## src/rtl/prot_pkg.sv

```systemverilog
package prot_pkg;
  // Address bits above one 64 KB page form the page number.
  localparam int PAGE_LSB      = 16;
  localparam int PAGE_W        = 20;
  localparam int ADDR_W        = PAGE_W + PAGE_LSB;
  // The smallest region is 2**FLOOR_BITS pages (1 MB).
  localparam int FLOOR_BITS    = 4;
  localparam logic [PAGE_W-1:0] FLOOR_MASK = PAGE_W'((1 << FLOOR_BITS) - 1);

  // Field positions in a region base register.
  localparam int F_ACC   = 20;
  localparam int F_WR    = 21;
  localparam int F_CACHE = 22;
  localparam int F_EN    = 31;

  // Byte offsets within a region's 16-byte slot.
  localparam logic [3:0] OFS_BASE = 4'h0;
  localparam logic [3:0] OFS_SIZE = 4'h4;

  typedef struct packed {
    logic              en;
    logic              cache_fb;
    logic              write_fb;
    logic              acc_fb;
    logic [PAGE_W-1:0] page;
  } region_base_t;

  // Mask of the page bits that lie inside the region.
  function automatic logic [PAGE_W-1:0] span_mask(input logic [PAGE_W-1:0] size_f);
    return size_f | FLOOR_MASK;
  endfunction

  // True when the page sits inside an open region with the given base and size.
  function automatic logic page_in_region(input logic [PAGE_W-1:0] page,
                                          input logic [PAGE_W-1:0] base,
                                          input logic [PAGE_W-1:0] size_f);
    logic [PAGE_W-1:0] diff;
    diff = (page ^ base) & ~span_mask(size_f);
    return (size_f != '0) && (diff == '0);
  endfunction
endpackage

```

## src/rtl/prot_region.sv

```systemverilog
module prot_region
  import prot_pkg::*;
#(
  parameter int IDX    = 0,
  parameter int CFG_AW = 7
) (
  input  logic              clk,
  input  logic              rst_n,
  input  logic              cfg_we,
  input  logic [CFG_AW-1:0] cfg_addr,
  input  logic [31:0]       cfg_wdata,
  input  logic [PAGE_W-1:0] req_page,
  output logic              hit,
  output logic              acc_fb,
  output logic              write_fb,
  output logic              cache_fb
);
  localparam int SEL_W = CFG_AW - 4;

  region_base_t      base_q;
  logic [PAGE_W-1:0] size_q;

  logic slot_sel, wr_base, wr_size;
  assign slot_sel = (cfg_addr[CFG_AW-1:4] == SEL_W'(IDX));
  assign wr_base  = cfg_we && slot_sel && (cfg_addr[3:0] == OFS_BASE);
  assign wr_size  = cfg_we && slot_sel && (cfg_addr[3:0] == OFS_SIZE);

  always_ff @(posedge clk) begin
    if (!rst_n) begin
      base_q <= '0;
      size_q <= '0;
    end else begin
      if (wr_base) begin
        base_q.en       <= cfg_wdata[F_EN];
        base_q.cache_fb <= cfg_wdata[F_CACHE];
        base_q.write_fb <= cfg_wdata[F_WR];
        base_q.acc_fb   <= cfg_wdata[F_ACC];
        base_q.page     <= cfg_wdata[PAGE_W-1:0];
      end
      if (wr_size) size_q <= cfg_wdata[PAGE_W-1:0];
    end
  end

  assign hit      = base_q.en && page_in_region(req_page, base_q.page, size_q);
  assign acc_fb   = base_q.acc_fb;
  assign write_fb = base_q.write_fb;
  assign cache_fb = base_q.cache_fb;


  spare_offset_chk: assert property (@(posedge clk) disable iff (!rst_n)
    (cfg_we && slot_sel && cfg_addr[3:0] != OFS_BASE && cfg_addr[3:0] != OFS_SIZE)
      |=> ($stable(base_q) && $stable(size_q)));


  base_write_chk: assert property (@(posedge clk) disable iff (!rst_n)
    wr_base |=> (base_q.page == $past(cfg_wdata[PAGE_W-1:0]) && base_q.en == $past(cfg_wdata[F_EN])));
endmodule

```

## config.mk

```make
export PLATFORM = sky130hd
export DESIGN_NAME = prot_region
export DESIGN_NICKNAME = d
export VERILOG_FILES = /design/src/rtl/prot_pkg.sv /design/src/rtl/prot_region.sv
export SDC_FILE = /design/constraint.sdc
export NUM_CORES = 1
export LEC_CHECK = 0
export BUFFER_PORTS_ARGS = -buffer_cell sky130_fd_sc_hd__buf_2
export CORE_MARGIN = 8
export CORE_UTILIZATION = 44
export DETAILED_ROUTE_END_ITERATION = 12
export MAX_ROUTING_LAYER = met4
export PLACE_DENSITY_LB_ADDON = 0.15
export SKIP_LAST_GASP = 1
export SLEW_MARGIN = 0
export SYNTH_ARGS = -nofsm -noshare
export SYNTH_HDL_FRONTEND = slang
export SYNTH_SLANG_ARGS = --single-unit
```

## constraint.sdc

```tcl
create_clock -name clk -period 1.6 [get_ports clk]
set_clock_uncertainty 0.1 [all_clocks]
set_input_delay 0.08 -clock clk [delete_from_list [all_inputs] [get_ports clk]]
set_output_delay 0.08 -clock clk [all_outputs]
set_load 0.05 [all_outputs]
```

[Word-level counts from Yosys, hierarchy flattened]
Index checks and enable logic that the tools add are counted.
Storage, ports and cells
  memory bits (writable): 0
  memories: 0
  ROM bits: 0
  output and inout port bits: 4
  bits of input ports: 62
  bits in latches: 0
  logic and storage cells: 19
  register bits after elaboration: 44
Operators by class
  eq/ne operators: 1
  bitwise logic cells: 3
  divide/modulo/power cells: 0
  shifts and indexed selects: 0
  multiplexer cells: 0
  reduce and logical (&&, ||, !) cells: 9
  add/sub/neg operators: 0
  multiply operators: 0
  order comparisons: 0
Operators by type and width (number)
  20-bit AND: 1
  20-bit logical NOT: 1
  20-bit NOT: 1
  20-bit nonzero test: 1
  20-bit bitwise XOR: 1
  1-bit logical AND: 5
  4-bit by 3-bit == test with 1-bit output (second input constant): 1
  4-bit logical NOT: 1
  3-bit logical NOT: 1

[Logic depth before layout (Yosys ltp)]
  depth in word-level cells: 5
  depth in mapped cells: 6
  gate-level depth less buffers: 4

[Least setup slack after synthesis]
OpenSTA, ideal clock, no wires.
  kind: input port to flip-flop
  start: in cfg_addr[1]
  end: reg size_q[0]
  buffers on the path: 2
  stages: 6
  setup slack: -17 ps
  data arrival time: 1401 ps
  cells stage by stage: or4b_1 -> or3_1 -> clkbuf_1 -> buf_6 -> mux2i_1 -> nor2b_1
Between the ends
  word-level cells in the longest chain between the ends: 2
Ends and longest elaborated chain
  start, declared: RTL line prot_region.sv:10  | input logic [CFG_AW-1:0] cfg_addr,
  4-bit by 3-bit == test with 1-bit output: RTL line prot_region.sv:26  | assign wr_size = cfg_we && slot_sel && (cfg_addr[3:0] == OFS_SIZE);
  1-bit logical AND: RTL line prot_region.sv:26
  end signal, assigned: RTL line prot_region.sv:40  | if (wr_size) size_q <= cfg_wdata[PAGE_W-1:0];
  end, declared: RTL line prot_region.sv:21  | logic [PAGE_W-1:0] size_q;
No other way between the ends.
A chain may end at the register's enable or synchronous reset.

[Worst setup path after layout]
  start: reg size_q[17]
  end: out hit
Between the ends
  word-level cells in the longest chain between the ends: 5
  elaborated cells between the ends (all ways): 6
Ends and longest elaborated chain
  20-bit NOT: RTL line prot_pkg.sv:38  | diff = (page ^ base) & ~span_mask(size_f);
  20-bit AND: RTL line prot_pkg.sv:38
  20-bit logical NOT: RTL line prot_pkg.sv:39  | return (size_f != '0) && (diff == '0);
  1-bit logical AND (*): RTL line prot_pkg.sv:39
  1-bit logical AND (*): RTL line prot_region.sv:44  | assign hit = base_q.en && page_in_region(req_page, base_q.page, size_q);
  end, declared: RTL line prot_region.sv:13  | output logic hit,
Every way passes the cells marked *; elsewhere a longest branch is shown, timed or not.

==> results by group <==
Drt
  – DR DRC count: 0
  – Vias per inst: approximately 4.8
  – Final antenna-violating net count: 0
  – Total wire length: 4250 µm
  – Pre-antenna DRT Iters: 4
  – Total number of vias: roughly 1400
  – Initial drt markers: 60
  – Wire per inst: 14.1 µm

Synth
  – Leading area contributor after synthesis: dfxtp_1
  – Top area cells in the synthesized netlist: dfxtp_1 (44%), mux2i_1 (22%), nor2b_1 (14%)
  – Multiplexer share of the synthesized area: 22.2%
  – Synth cell types: 20
  – Largest family of logic cells by synthesized area: multiplexers
  – Seq/Total Area, Yosys: between 40% and 50%
  – Syn_area_per_cell: ~11 µm²
  – Post-Synth Simple-Gate Area: 18.9%
  – Post-synth top area share: between 40% and 50%
  – Synth Warn #: 0
  – Post-synthesis compound-gate area fraction: ~3.3%
  – Adder-Cell Fraction of Synth Area: 0%
  – Synth Area in XOR/XNOR: around 7.8%
  – Synthesized instance count: 170
  – Syn nets: between 200 and 250
  – Seq cells post-synth: 40
  – Synthesized area: 0.00180 mm²

Final layout
  – Area delta synth->final: 39.3%
  – # diodes: 0
  – Layout cells sized above 1: 29.0%
  – Layout Nets: around 310

Global routing
  – Gr usage total: 13.8%
  – Total grt overflow: 0
  – Vias in the first global route: around 1500
  – Pin count of the biggest net entering global routing: roughly 40
  – First-pass GRT wire length: roughly 6800 µm
  – Antenna violations before repair: 0

STA
  – Fmax: around 0.56 GHz
  – Measured slew at the worst slew-check pin: roughly 0.57 ns
  – Final WS setup: -0.195 ns
  – RSZ-0062 raised after global routing: true
  – Slew margin rel.: between 60 and 70%
  – Final Hold Fails: 0
  – Slew Viols, Final: 0
  – Post-route clock period utilization: 112%
  – Setup TNS: -0.195 ns
  – Final setup violating endpoints: 1
  – Hold_ws: between 0.2 and 0.25 ns
  – Post-layout min period: 1.80 ns

Status
  – Status: finished with violations
  – Failing checks: negative setup slack

Floorplan
  – Chip height: about 80 µm
  – Starting Density: between 40% and 50%
  – Die Wd: 80.0 µm
  – Core Area: 0.00397 mm²
  – # IOs: 66
  – Die footprint: 0.00640 mm²
  – # rows: 23

Setup path
  – Setup CP Type: flip-flop to output pin
  – CP required: roughly 1.4 ns
  – R2R Path Start: size_q[15]$_SDFFE_PN0P_
  – CP Capture Type: output pin
  – CP Launch Point: size_q[17]$_SDFFE_PN0P_
  – CP delay by family, top: simple AND/OR/NAND/NOR gates
  – Worst Path Arrival: ~1.6 ns
  – Maximum fanout along the worst path: 2
  – CP bufs+invs: 1
  – Critical path, cell by cell: nor4_4 > nand3_1 > o221ai_2 > and4b_1 > buf_6
  – Crit-path max cell delay: between 0.3 and 0.4 ns
  – Critical path's slowest cell: dfxtp_2
  – CP startpoint kind: flip-flop

Clocking
  – Clk sinks: 40
  – Number of H-tree levels: 2
  – Later-pin clock latency in the skew report: roughly 0.29 ns
  – Clock Tree Buf Depth: 2
  – Root Driver: clkbuf_8
  – Cts bufs inserted: 5
  – CTS tree: done
  – Clock slew at reported path FFs: 0.08 ns

Worst hold path
  – Hold_sp: cfg_addr[2]
  – Hold Path Class: input port to flip-flop

Power and ir drop
  – Static leakage: ~0.0011 µW
  – Peak VDD IR: 0.541 mV
  – Power density of the placed cells: approximately 750 mW/mm²

Place
  – RePlAce Congestion: between 0.7 and 0.8
  – Port Buffer Count: between 50 and 60
  – Final HPWL DP: 3070 µm

Job
  – Max-Cap Viols: 0
cells by family after synthesis:
| kind of cell | Yosys count |
|---|---|
| xor+xnor | 16 |
| compound gates | 9 |
| mux | 40 |
| simple gates | 55 |
| flops | 40 |
| buf+inv | 10 |
cell usage in the layout, fill, tap and decap left out:
| cell | count |
|---|---|
| buf_4 | 5 |
| mux2i_1 | 40 |
| dfxtp_1 | 39 |
| nor3_2 | 1 |
| nor2b_1 | 40 |
| o22a_1 | 1 |
| nor4_1 | 2 |
| xnor2_1 | 16 |
| clkinv_2 | 2 |
| buf_6 | 1 |
| inv_1 | 1 |
| dfxtp_2 | 1 |
| o21ai_0 | 1 |
| clkbuf_8 | 6 |
| or3_1 | 2 |
| nand2_1 | 1 |
| nor2_1 | 2 |
| and4b_1 | 1 |
| buf_2 | 52 |
| nor3_1 | 1 |
| or4b_1 | 1 |
| nand3_1 | 1 |
| nor4_2 | 2 |
| buf_12 | 1 |
| o221ai_2 | 1 |
| o22ai_1 | 6 |
| nor4_4 | 1 |
| dlygate4sd3_1 | 24 |
report_power, final:
group	switching (µW)	total [µW]	internal [µW]
Sequential	1.80	998	997
Clock	348	692	344
Combinational	64.1	185	121
cells in the mapped netlist, drive strengths merged:
master and instances:
nor3 2, mux2i 40, o21ai 1, o22a 1, nand2 1, clkbuf 5, buf 4, dfxtp 40
nor2b 40, o221ai 1, xnor2 16, inv 1, nand3 1, or4b 1, o22ai 6, nor4 5
and4b 1, nor2 2, or3 2
final timing paths:
check	endpoint	slack (ns)	depth (start not counted)
setup / recovery	hit	-0.20	5
hold / removal	write_fb$_SDFFE_PN0P_	0.21	5
setup reg to reg	size_q[15]$_SDFFE_PN0P_	0.73	3
hold reg to reg	write_fb$_SDFFE_PN0P_	0.43	2
routing by layer:
metal  vias to the layer above  track usage (%)  part of all wire [%]
met3                         5             5.52                   4.9
li1                        743                -                     -
met2                        42             21.3                    48
met5                         -                -                     0
met1                       651             15.9                    46
met4                         0             4.73                  0.89
tightest hold or removal path: stages:
cell and delay, ns:
buf_2 0.10, nor3_2 0.05, buf_4 0.14, mux2i_1 0.13, nor2b_1 0.05
timing repair:
| item | in CTS | in global routing |
|---|---|---|
| pin swaps | 4 | 1 |
| gates resized for setup | 5 | 3 |
| buffers inserted | 1 | 0 |
| hold buffers | 24 | 0 |
| endpoints found under the setup margin | 1 | 1 |
| hold endpoints to repair | 40 | 0 |
area by class of cell:
| cell class | count | area, µm² |
|---|---|---|
| Sequential cell | 40 | 802 |
| Fill cell | 334 | 1460 |
| Timing Repair Buffer | 83 | 569 |
| Tap cell | 50 | 62.6 |
| Clock buffer | 6 | 82.6 |
| Clock inverter | 2 | 10.0 |
| Inverter | 1 | 3.75 |
| Multi-Input combinational cell | 120 | 980 |
state kept, by name (all words and copies together) (netlist names):
| name | count |
|---|---|
| acc_fb | 1 |
| cache_fb | 1 |
| write_fb | 1 |
| base_q | 17 |
| size_q | 20 |
through the flow:
stage	cells	util (%)	power, µW	setup WS, ns	instance area, µm²
final	302	63.2	1880	-0.195	2510
after global routing	302	63.2	1950	-0.295	2510
after detailed placement	269	53.6	1160	-0.189	2130
after floorplan	170	-	1080	-0.0129	1800
after global placement	269	53.6	1160	-0.133	2130
after CTS	302	62.7	1890	-0.190	2490
No activity file was read; power rests on OpenSTA's default activity.
